### config.mk
export PLATFORM = sky130hd
export DESIGN_NAME = qdr_burst2_sram
export DESIGN_NICKNAME = d
export VERILOG_FILES = /design/src/rtl/qdr_pkg.sv /design/src/rtl/qdr_cmd_capture.sv /design/src/rtl/qdr_bank_pair.sv /design/src/rtl/qdr_read_out.sv /design/src/rtl/qdr_burst2_sram.sv
export SDC_FILE = /design/constraint.sdc
export NUM_CORES = 1
export LEC_CHECK = 0
export BUFFER_PORTS_ARGS = -buffer_cell sky130_fd_sc_hd__buf_2
export CELL_PAD_IN_SITES_DETAIL_PLACEMENT = 0
export CELL_PAD_IN_SITES_GLOBAL_PLACEMENT = 2
export CORE_ASPECT_RATIO = 0.75
export CORE_MARGIN = 4
export CORE_UTILIZATION = 35
export DETAILED_ROUTE_END_ITERATION = 10
export PLACE_DENSITY = 0.58
export SLEW_MARGIN = 10
export SYNTH_ARGS = -nofsm -noshare
export SYNTH_HDL_FRONTEND = slang
export SYNTH_SLANG_ARGS = --single-unit
### constraint.sdc
create_clock -name clk2x -period 2.4 [get_ports clk2x]
set_input_delay 0.12 -clock clk2x [delete_from_list [all_inputs] [get_ports clk2x]]
set_output_delay 0.12 -clock clk2x [all_outputs]
set_load 0.05 [all_outputs]
### src/rtl/qdr_pkg.sv
package qdr_pkg;
  // Which edge of the K clock pair the current clk2x tick stands for.
  typedef enum logic {
    EDGE_KBAR = 1'b0,
    EDGE_K    = 1'b1
  } kedge_e;
endpackage

### src/rtl/qdr_cmd_capture.sv
module qdr_cmd_capture
  import qdr_pkg::*;
#(
  parameter int AW = 4,
  parameter int DW = 18,
  parameter int NB = 2
) (
  input  logic          clk2x,
  input  logic          rst_n,
  input  logic          rps_n,
  input  logic          wps_n,
  input  logic [AW-1:0] addr,
  input  logic [NB-1:0] bws_n,
  input  logic [DW-1:0] d,
  output logic          wr_go,
  output logic [AW-1:0] wr_addr,
  output logic [DW-1:0] wr_d0,
  output logic [DW-1:0] wr_d1,
  output logic [NB-1:0] wr_be0,
  output logic [NB-1:0] wr_be1,
  output logic          rd_go,
  output logic [AW-1:0] rd_addr
);
  kedge_e cur_edge;
  logic   wr_arm;
  logic   rd_arm;

  always_ff @(posedge clk2x or negedge rst_n) begin
    if (!rst_n) cur_edge <= EDGE_K;
    else        cur_edge <= (cur_edge == EDGE_K) ? EDGE_KBAR : EDGE_K;
  end

  // Commands, read address and first write beat live on K-rise ticks.
  always_ff @(posedge clk2x or negedge rst_n) begin
    if (!rst_n) begin
      wr_arm  <= 1'b0;
      rd_arm  <= 1'b0;
      wr_d0   <= '0;
      wr_be0  <= '0;
      rd_addr <= '0;
    end else if (cur_edge == EDGE_K) begin
      wr_arm <= !wps_n;
      rd_arm <= !rps_n;
      if (!wps_n) begin
        wr_d0  <= d;
        wr_be0 <= ~bws_n;
      end
      if (!rps_n) rd_addr <= addr;
    end
  end

  // Second write beat and write address are taken straight from the pins.
  assign wr_go   = (cur_edge == EDGE_KBAR) && wr_arm;
  assign wr_addr = addr;
  assign wr_d1   = d;
  assign wr_be1  = ~bws_n;
  // The read snapshot is due on the K-rise tick after the request.
  assign rd_go   = (cur_edge == EDGE_K) && rd_arm;
endmodule

### src/rtl/qdr_bank_pair.sv
module qdr_bank_pair #(
  parameter int AW = 4,
  parameter int DW = 18,
  parameter int NB = 2
) (
  input  logic          clk2x,
  input  logic          rst_n,
  input  logic          wr_en,
  input  logic [AW-1:0] wr_addr,
  input  logic [DW-1:0] wd0,
  input  logic [DW-1:0] wd1,
  input  logic [NB-1:0] be0,
  input  logic [NB-1:0] be1,
  input  logic [AW-1:0] rd_addr,
  output logic [DW-1:0] rd0,
  output logic [DW-1:0] rd1
);
  localparam int DEPTH = 1 << AW;
  localparam int BW    = DW / NB;

  logic [1:0][DW-1:0] wd;
  logic [1:0][NB-1:0] be;
  logic [1:0][DW-1:0] rd;

  assign wd  = {wd1, wd0};
  assign be  = {be1, be0};
  assign rd0 = rd[0];
  assign rd1 = rd[1];

  for (genvar g = 0; g < 2; g++) begin : gen_bank
    logic [DW-1:0] cells [DEPTH];

    always_ff @(posedge clk2x or negedge rst_n) begin
      if (!rst_n) begin
        for (int i = 0; i < DEPTH; i++) cells[i] <= '0;
      end else if (wr_en) begin
        for (int b = 0; b < NB; b++) begin
          if (be[g][b]) cells[wr_addr][b*BW +: BW] <= wd[g][b*BW +: BW];
        end
      end
    end

    assign rd[g] = cells[rd_addr];
  end
endmodule

### src/rtl/qdr_read_out.sv
module qdr_read_out #(
  parameter int DW  = 18,
  parameter int LAT = 3
) (
  input  logic          clk2x,
  input  logic          rst_n,
  input  logic          snap_go,
  input  logic [DW-1:0] snap0,
  input  logic [DW-1:0] snap1,
  output logic [DW-1:0] q,
  output logic          q_oe,
  output logic          q_valid
);
  // The snapshot is taken two ticks after the request edge; the rest of
  // the latency is a delay line of whole ticks.
  localparam int DLY = LAT - 2;

  logic          head_v;
  logic [DW-1:0] head0;
  logic [DW-1:0] head1;

  if (DLY == 0) begin : gen_direct
    assign head_v = snap_go;
    assign head0  = snap0;
    assign head1  = snap1;
  end else begin : gen_delay
    for (genvar s = 0; s < DLY; s++) begin : gen_stage
      logic          v;
      logic [DW-1:0] w0;
      logic [DW-1:0] w1;
      if (s == 0) begin : gen_first
        always_ff @(posedge clk2x or negedge rst_n) begin
          if (!rst_n) begin
            v  <= 1'b0;
            w0 <= '0;
            w1 <= '0;
          end else begin
            v  <= snap_go;
            w0 <= snap0;
            w1 <= snap1;
          end
        end
      end else begin : gen_next
        always_ff @(posedge clk2x or negedge rst_n) begin
          if (!rst_n) begin
            v  <= 1'b0;
            w0 <= '0;
            w1 <= '0;
          end else begin
            v  <= gen_stage[s-1].v;
            w0 <= gen_stage[s-1].w0;
            w1 <= gen_stage[s-1].w1;
          end
        end
      end
    end
    assign head_v = gen_stage[DLY-1].v;
    assign head0  = gen_stage[DLY-1].w0;
    assign head1  = gen_stage[DLY-1].w1;
  end

  logic          beat1_due;
  logic [DW-1:0] beat1_word;
  logic [DW-1:0] q_r;
  logic          valid_r;
  logic          oe_r;

  always_ff @(posedge clk2x or negedge rst_n) begin
    if (!rst_n) begin
      q_r        <= '0;
      valid_r    <= 1'b0;
      oe_r       <= 1'b0;
      beat1_due  <= 1'b0;
      beat1_word <= '0;
    end else if (head_v) begin
      q_r        <= head0;
      valid_r    <= 1'b1;
      oe_r       <= 1'b1;
      beat1_due  <= 1'b1;
      beat1_word <= head1;
    end else if (beat1_due) begin
      q_r       <= beat1_word;
      valid_r   <= 1'b1;
      oe_r      <= 1'b1;
      beat1_due <= 1'b0;
    end else begin
      q_r     <= '0;
      valid_r <= 1'b0;
      oe_r    <= 1'b0;
    end
  end

  assign q       = q_r;
  assign q_valid = valid_r;
  assign q_oe    = oe_r;
endmodule

### src/rtl/qdr_burst2_sram.sv
module qdr_burst2_sram #(
  parameter int ADDR_W       = 4,
  parameter int DATA_W       = 18,
  parameter int BYTE_W       = 9,
  parameter int RD_LAT_TICKS = 3
) (
  input  logic                     clk2x,
  input  logic                     rst_n,
  input  logic                     rps_n,
  input  logic                     wps_n,
  input  logic [ADDR_W-1:0]        addr,
  input  logic [DATA_W/BYTE_W-1:0] bws_n,
  input  logic [DATA_W-1:0]        d,
  output logic [DATA_W-1:0]        q,
  output logic                     q_oe,
  output logic                     q_valid
);
  localparam int NBYTE = DATA_W / BYTE_W;

  logic              wr_go;
  logic [ADDR_W-1:0] wr_addr;
  logic [DATA_W-1:0] wr_d0;
  logic [DATA_W-1:0] wr_d1;
  logic [NBYTE-1:0]  wr_be0;
  logic [NBYTE-1:0]  wr_be1;
  logic              rd_go;
  logic [ADDR_W-1:0] rd_addr;
  logic [DATA_W-1:0] rd0;
  logic [DATA_W-1:0] rd1;

  qdr_cmd_capture #(.AW(ADDR_W), .DW(DATA_W), .NB(NBYTE)) u_cmd (
    .clk2x  (clk2x),
    .rst_n  (rst_n),
    .rps_n  (rps_n),
    .wps_n  (wps_n),
    .addr   (addr),
    .bws_n  (bws_n),
    .d      (d),
    .wr_go  (wr_go),
    .wr_addr(wr_addr),
    .wr_d0  (wr_d0),
    .wr_d1  (wr_d1),
    .wr_be0 (wr_be0),
    .wr_be1 (wr_be1),
    .rd_go  (rd_go),
    .rd_addr(rd_addr)
  );

  qdr_bank_pair #(.AW(ADDR_W), .DW(DATA_W), .NB(NBYTE)) u_banks (
    .clk2x  (clk2x),
    .rst_n  (rst_n),
    .wr_en  (wr_go),
    .wr_addr(wr_addr),
    .wd0    (wr_d0),
    .wd1    (wr_d1),
    .be0    (wr_be0),
    .be1    (wr_be1),
    .rd_addr(rd_addr),
    .rd0    (rd0),
    .rd1    (rd1)
  );

  qdr_read_out #(.DW(DATA_W), .LAT(RD_LAT_TICKS)) u_out (
    .clk2x  (clk2x),
    .rst_n  (rst_n),
    .snap_go(rd_go),
    .snap0  (rd0),
    .snap1  (rd1),
    .q      (q),
    .q_oe   (q_oe),
    .q_valid(q_valid)
  );
endmodule

### After elaboration in Yosys (flattened, before gate mapping)

Index checks and enable logic that the tools add are counted.

* flip-flop bits (word level): 678
* output and inout port bits: 20
* word-level logic and storage cells: 87

* magnitude comparators: 3
* muxes and demuxes: 26
* bitwise gates (word level): 6
* reduce and logical (&&, ||, !) cells: 7

Operators with widths (count)
* $mux W288: 6
* $bwmux W288: 4
* $bmux W18 S4: 2
* $demux W18 S4: 2
* $mux W18: 7
* $ge A5 B5 Y1 const B: 2
* $not A4 Y5: 2
* $mux W9: 1
* $lt A5 B1 Y1 const B: 1
* $mux W1: 4
* $reduce_and A2 Y1: 2
* $logic_and A1 B1 Y1: 3
* $not A1 Y1: 3
* $logic_not A1 Y1: 2
* $not A2 Y2: 1

### Longest topological paths before layout

* depth after elaboration: 10
* depth in mapped cells: 6
* gate-level depth less buffers: 3

### Modules after synthesis

From an unflattened synthesis, not the netlist that was laid out.

* cells, all modules: 1810
* area total of the unflattened synthesis: 30375.4 sq um

By module, submodules not included
* qdr_bank_pair: instances 1, cells each 1604, area an instance 26790.7 sq um, seq. area each 14413.8 sq um
* qdr_read_out: instances 1, cells each 122, area an instance 2323.5 sq um, seq. area each 1876.8 sq um
* qdr_cmd_capture: instances 1, cells each 84, area an instance 1261.2 sq um, seq. area each 676.9 sq um

### Worst setup path after synthesis

No wires, ideal clock.

* kind: flip-flop to flip-flop
* start: reg u_cmd.rd_addr[0]
* end: reg u_out.gen_delay.gen_stage[0].w1[4]
* library setup time: 124 ps
* data arrival time: 1715 ps
* required time: 2276 ps
* slack: 561 ps
* cell stages (with the launch flop): 7
* buffers on the path: 3
* clock period less this slack: 1839 ps
* cells stage by stage: dfrtp_1 -> buf_2 -> buf_2 -> buf_2 -> mux4_2 -> a22oi_1 -> nand2_1

* word-level cells in the longest chain between the ends: 4

RTL lines
* start, declared: line qdr_cmd_capture.sv:22 `output logic [AW-1:0] rd_addr`
* start signal, assigned: line qdr_cmd_capture.sv:48 `if (!rps_n) rd_addr <= addr;`
* $not A4 Y5 (implied by the code): line qdr_bank_pair.sv:43 `assign rd[g] = cells[rd_addr];`
* $bmux W18 S4: line qdr_bank_pair.sv:43
* $mux W18 (implied by the code) (2 in a row): line qdr_bank_pair.sv:43
* named net rd1[4]: line qdr_burst2_sram.sv:29 `logic [DATA_W-1:0] rd1;`
* end signal, assigned: line qdr_read_out.sv:40 `w1 <= snap1;`
* end, declared: line qdr_read_out.sv:30 `logic [DW-1:0] w1;`

The timed path passes the listed nets, and every way through them passes these cells. The select of a mux whose other input is x is not followed.
A chain may end at the register's enable or synchronous reset.

### Worst setup path after layout

* start: reg u_cmd.cur_edge
* end: reg u_banks.gen_bank[0].cells[108] (netlist name)

* word-level cells in the longest chain between the ends: 2

RTL lines
* start, declared: line qdr_cmd_capture.sv:24 `kedge_e cur_edge;`
* start signal, assigned: line qdr_cmd_capture.sv:30 `else cur_edge <= (cur_edge == EDGE_K) ? EDGE_KBAR : EDGE_K;`
* $not A1 Y1: line qdr_cmd_capture.sv:53 `assign wr_go = (cur_edge == EDGE_KBAR) && wr_arm;`
* $logic_and A1 B1 Y1: line qdr_cmd_capture.sv:53
* end signal, assigned by index: line qdr_bank_pair.sv:38 `if (be[g][b]) cells[wr_addr][b*BW +: BW] <= wd[g][b*BW +: BW];`
* end, declared: line qdr_bank_pair.sv:31 `logic [DW-1:0] cells [DEPTH];`

Every way passes these cells.

==> run_results.csv <==
group,metric,value,unit
status,outcome,"finished, final reports clean",
synthesis,synth_cells,1783,
critical_path,critPathBufInv,1,
synthesis,yosysSeqAreaShare,58.23,%
sta,grt_setup_unrepaired,"no",
run,number_of_maximum_capacitance_violations,0,
critical_path,timing.setup.critical_path_class,"reg -> reg",
critical_path,critical_path.endpoint_type,"register",
critical_path,timing.critical_path.fanout_max,11,
final_layout,nNetsFinal,1940,
die,dieArea,87990,um^2
synthesis,synth.avg_cell_area,16.34,um^2
routing,detailedRoute.firstPassIterationCount,5,
final_layout,mostFrequentLayoutCells,"sky130_fd_sc_hd__dfrtp_1 (674), sky130_fd_sc_hd__mux2_2 (580), sky130_fd_sc_hd__mux4_2 (144)",
power_and_ir_drop,power_per_cell_area,837.4,nW/um^2
die,boundaryPins,48,
sta,timing.slew.headroom,52.46,%
synthesis,async_reset_ff_share,100.0,%
die,die_height,257.9,um
hold_path,worstHoldPathType,"in -> async",
final_layout,area_delta_synth_final,16.82,%
synthesis,synth_area,29140,um^2
critical_path,worstRegToRegCells,4,
final_layout,final_core_utilization,41.30,%
routing,via_count,16000,
clock_tree,tritoncts,"built",
sta,fin_tns_setup,0,ps
critical_path,end_of_the_worst_register_to_register_path,"u_banks.gen_bank[0].cells[108]",
die,floorplan.rows,91,
global_routing,antenna_violations_before_repair,7,
sta,post-route-min-period,2176,ps
die,dieWidth,341.2,um
sta,setup_violations,0,
placed_design,place.detailed.instances,2940,
critical_path,timing.reg2reg.setup_slack,220,ps
synthesis,synth_top_area_share,58.14,%
critical_path,reg2reg_from,"u_cmd.cur_edge",
critical_path,crit_path_start_kind,"register",
placed_design,port_buffers,47,
sta,drv_slew,0,
routing,drc_violations_left,0,
critical_path,critical-path-slowest-cell,"sky130_fd_sc_hd__dfstp_2",
power_and_ir_drop,cellLeakagePower,15.90,nW
final_layout,share_of_cells_above_drive_strength_1,53.07,%
critical_path,cell_class_contributing_the_biggest_share_of_worst_path_delay,"simple AND/OR/NAND/NOR gates",
critical_path,worstPathRequired,2890,ps
clock_tree,worst_setup_hold_path_clk_slew,60,ps
global_routing,first_global_vias,17520,
clock_tree,max-clock-path-buffers,3,
sta,finalHoldWorstSlack,26.22,ps
sta,fmax_achieved,459.5,MHz
synthesis,synth.ff_latch_count,678,
routing,detailedRoute.firstIterationViolations,697,
sta,post-route-period-util,90.68,%
die,core-area,82430,um^2
synthesis,synth_enable_flop_cells,0,
clock_tree,ctsRootBufferMaster,"sky130_fd_sc_hd__clkbuf_16",
critical_path,cp.arrival,2670,ps
synthesis,yosys.area.top_type,"sky130_fd_sc_hd__dfrtp_1",
sta,clock_skew,25.76,ps
final_layout,final_cell_count_without_fillers,3086,
synthesis,synth_top_flop_cell,"sky130_fd_sc_hd__dfrtp_1",
clock_tree,cts_max_level,3,
routing,vias_per_cell,5.184,
routing,antenna_left,0,
critical_path,timing.critical_path.cells,"buf_4 -> and3b_1 -> nand2_1 -> mux2_2",
sta,hold_viol,0,
global_routing,grt_first_pass_wirelength,116.8,mm
power_and_ir_drop,total_power,28.51,mW
global_routing,global_route.overflow_total,0,
sta,timing_worst_slew_pin_value,713.2,ps
placed_design,place_hpwl,49.80,mm
critical_path,slowest_delay,560,ps
power_and_ir_drop,peakVddDrop,0.4249,mV
global_routing,grt_start_max_net_pins,95,
synthesis,postSynthNetCount,1811,
clock_tree,post_cts.repair.setup_buffers,0,
final_layout,mostFrequentLayoutCell,"sky130_fd_sc_hd__dfrtp_1",
clock_tree,total_cts_buffers,72,
global_routing,grtUsageTotal,17.70,%
routing,routed_wl,76.58,mm
synthesis,synthDistinctLibCells,33,
synthesis,synth-warning-count,0,
die,start_util,35.35,%
synthesis,synthTopCellsByArea,"sky130_fd_sc_hd__dfrtp_1 (58%), sky130_fd_sc_hd__mux2_2 (22%), sky130_fd_sc_hd__mux4_2 (11%)",
clock_tree,numClockSinks,678,
routing,wl_per_cell,24.81,um
clock_tree,clk-insertion-delay-late,620,ps
placed_design,placer_s_final_routability_congestion_estimate,0.7204,
## cells by family (layout without fill, tap and decap cells)
kind of cell | Yosys count | count (layout) | share of synthesized area, %
muxes | 760 | 760 | 34.93
DFF | 678 | 678 | 58.23
and+or+nand+nor | 137 | 137 | 2.778
buffers and inverters | 114 | 300 | 1.610
AOI/OAI and AO/OA | 94 | 94 | 2.452
other | 0 | 1 | 0
## power breakdown
group | internal, mW | leakage [nW] | switching (mW)
Combinational | 1.90 | 5.68 | 1.53
Sequential | 12.8 | 9.02 | 0.876
Clock | 6.71 | 1.20 | 4.66
Total | 21.4 | 15.9 | 7.07
## metal layers
metal / up-vias / part of all wire [%] / routed length, um / global-route usage (%)
met5: - / 0 / 0 / 0
met4: 0 / 2.1 / 1582 / 4.282
met3: 97 / 3.0 / 2279 / 2.861
met2: 218 / 45 / 34620 / 26.93
met1: 8725 / 50 / 38090 / 26.55
li1: 6958 / - / - / -
## timing repair
| item | CTS | global route |
|---|---|---|
| endpoints found under the hold margin | 345 | 0 |
| endpoints found under the setup margin | 9 | 9 |
| gates cloned | 0 | 0 |
| gates resized for setup | 1 | 1 |
| hold buffers | 14 | 0 |
## area by class of cell
| class | instances | area [um^2] |
|---|---|---|
| multi-input cells | 991 | 11750 |
| clock inverters | 20 | 185.2 |
| inverters | 3 | 11.26 |
| clock buffers | 111 | 2225 |
| repair buffers | 166 | 1499 |
| fillers | 7569 | 48390 |
| diodes | 1 | 2.502 |
| well taps | 1116 | 1396 |
| flip-flops and latches | 678 | 16980 |
## synth_stat cells, types with 2 or more instances
| master | n |
|---|---|
| sky130_fd_sc_hd__a22o_1 | 17 |
| sky130_fd_sc_hd__nor2_1 | 2 |
| sky130_fd_sc_hd__nor2b_1 | 3 |
| sky130_fd_sc_hd__inv_1 | 3 |
| sky130_fd_sc_hd__nand2_1 | 78 |
| sky130_fd_sc_hd__nor3b_1 | 2 |
| sky130_fd_sc_hd__dfrtp_1 | 677 |
| sky130_fd_sc_hd__nor2_2 | 16 |
| sky130_fd_sc_hd__and3b_1 | 2 |
| sky130_fd_sc_hd__nand2_2 | 6 |
| sky130_fd_sc_hd__mux4_2 | 144 |
| sky130_fd_sc_hd__nand2b_1 | 2 |
| sky130_fd_sc_hd__buf_2 | 30 |
| sky130_fd_sc_hd__mux2_2 | 580 |
| sky130_fd_sc_hd__clkbuf_1 | 76 |
| sky130_fd_sc_hd__nor2_4 | 4 |
| sky130_fd_sc_hd__and4bb_2 | 4 |
| sky130_fd_sc_hd__nand3b_1 | 2 |
| sky130_fd_sc_hd__buf_1 | 4 |
| sky130_fd_sc_hd__nand4b_2 | 4 |
| sky130_fd_sc_hd__nor4b_2 | 4 |
| sky130_fd_sc_hd__o21ai_0 | 5 |
| sky130_fd_sc_hd__a22oi_1 | 72 |
| sky130_fd_sc_hd__or3b_2 | 2 |
| sky130_fd_sc_hd__mux2_1 | 36 |
## worst max path at each step
stage                     startpoint                             endpoint  slack [ps]  cells after the start
floorplan           u_cmd.rd_addr[0]   u_out.gen_delay.gen_stage[0].w1[4]         560                      6
global placement        u_cmd.wr_arm       u_banks.gen_bank[1].cells[176]         -30                      4
detailed placement      u_cmd.wr_arm       u_banks.gen_bank[1].cells[178]         -60                      4
CTS                   u_cmd.cur_edge       u_banks.gen_bank[1].cells[166]          90                      3
global route        u_cmd.rd_addr[0]  u_out.gen_delay.gen_stage[0].w1[11]         130                      5
finish                u_cmd.cur_edge       u_banks.gen_bank[0].cells[108]         220                      4
## state kept, by name, summed over array words and instances, names as in the netlist
| register | count |
|---|---|
| u_cmd.wr_arm | 1 |
| u_out.gen_delay.gen_stage.w0 | 18 |
| u_out.beat1_due | 1 |
| u_out.q_valid | 1 |
| u_cmd.cur_edge | 1 |
| u_out.q | 18 |
| u_out.beat1_word | 18 |
| u_out.gen_delay.gen_stage.w1 | 18 |
| u_cmd.wr_be0 | 2 |
| u_cmd.wr_d0 | 18 |
| u_banks.gen_bank.cells | 576 |
| u_out.gen_delay.gen_stage.v | 1 |
| u_cmd.rd_arm | 1 |
| u_cmd.rd_addr | 4 |
## metrics by stage
step	area (um^2)	setup WS, ps
CTS	34030	94.17
global route	34040	125.8
detailed placement	31480	-55.96
floorplan	29140	560.7
finish	34040	223.7
global placement	31480	-34.09
Power figures use the tool's default switching activity.
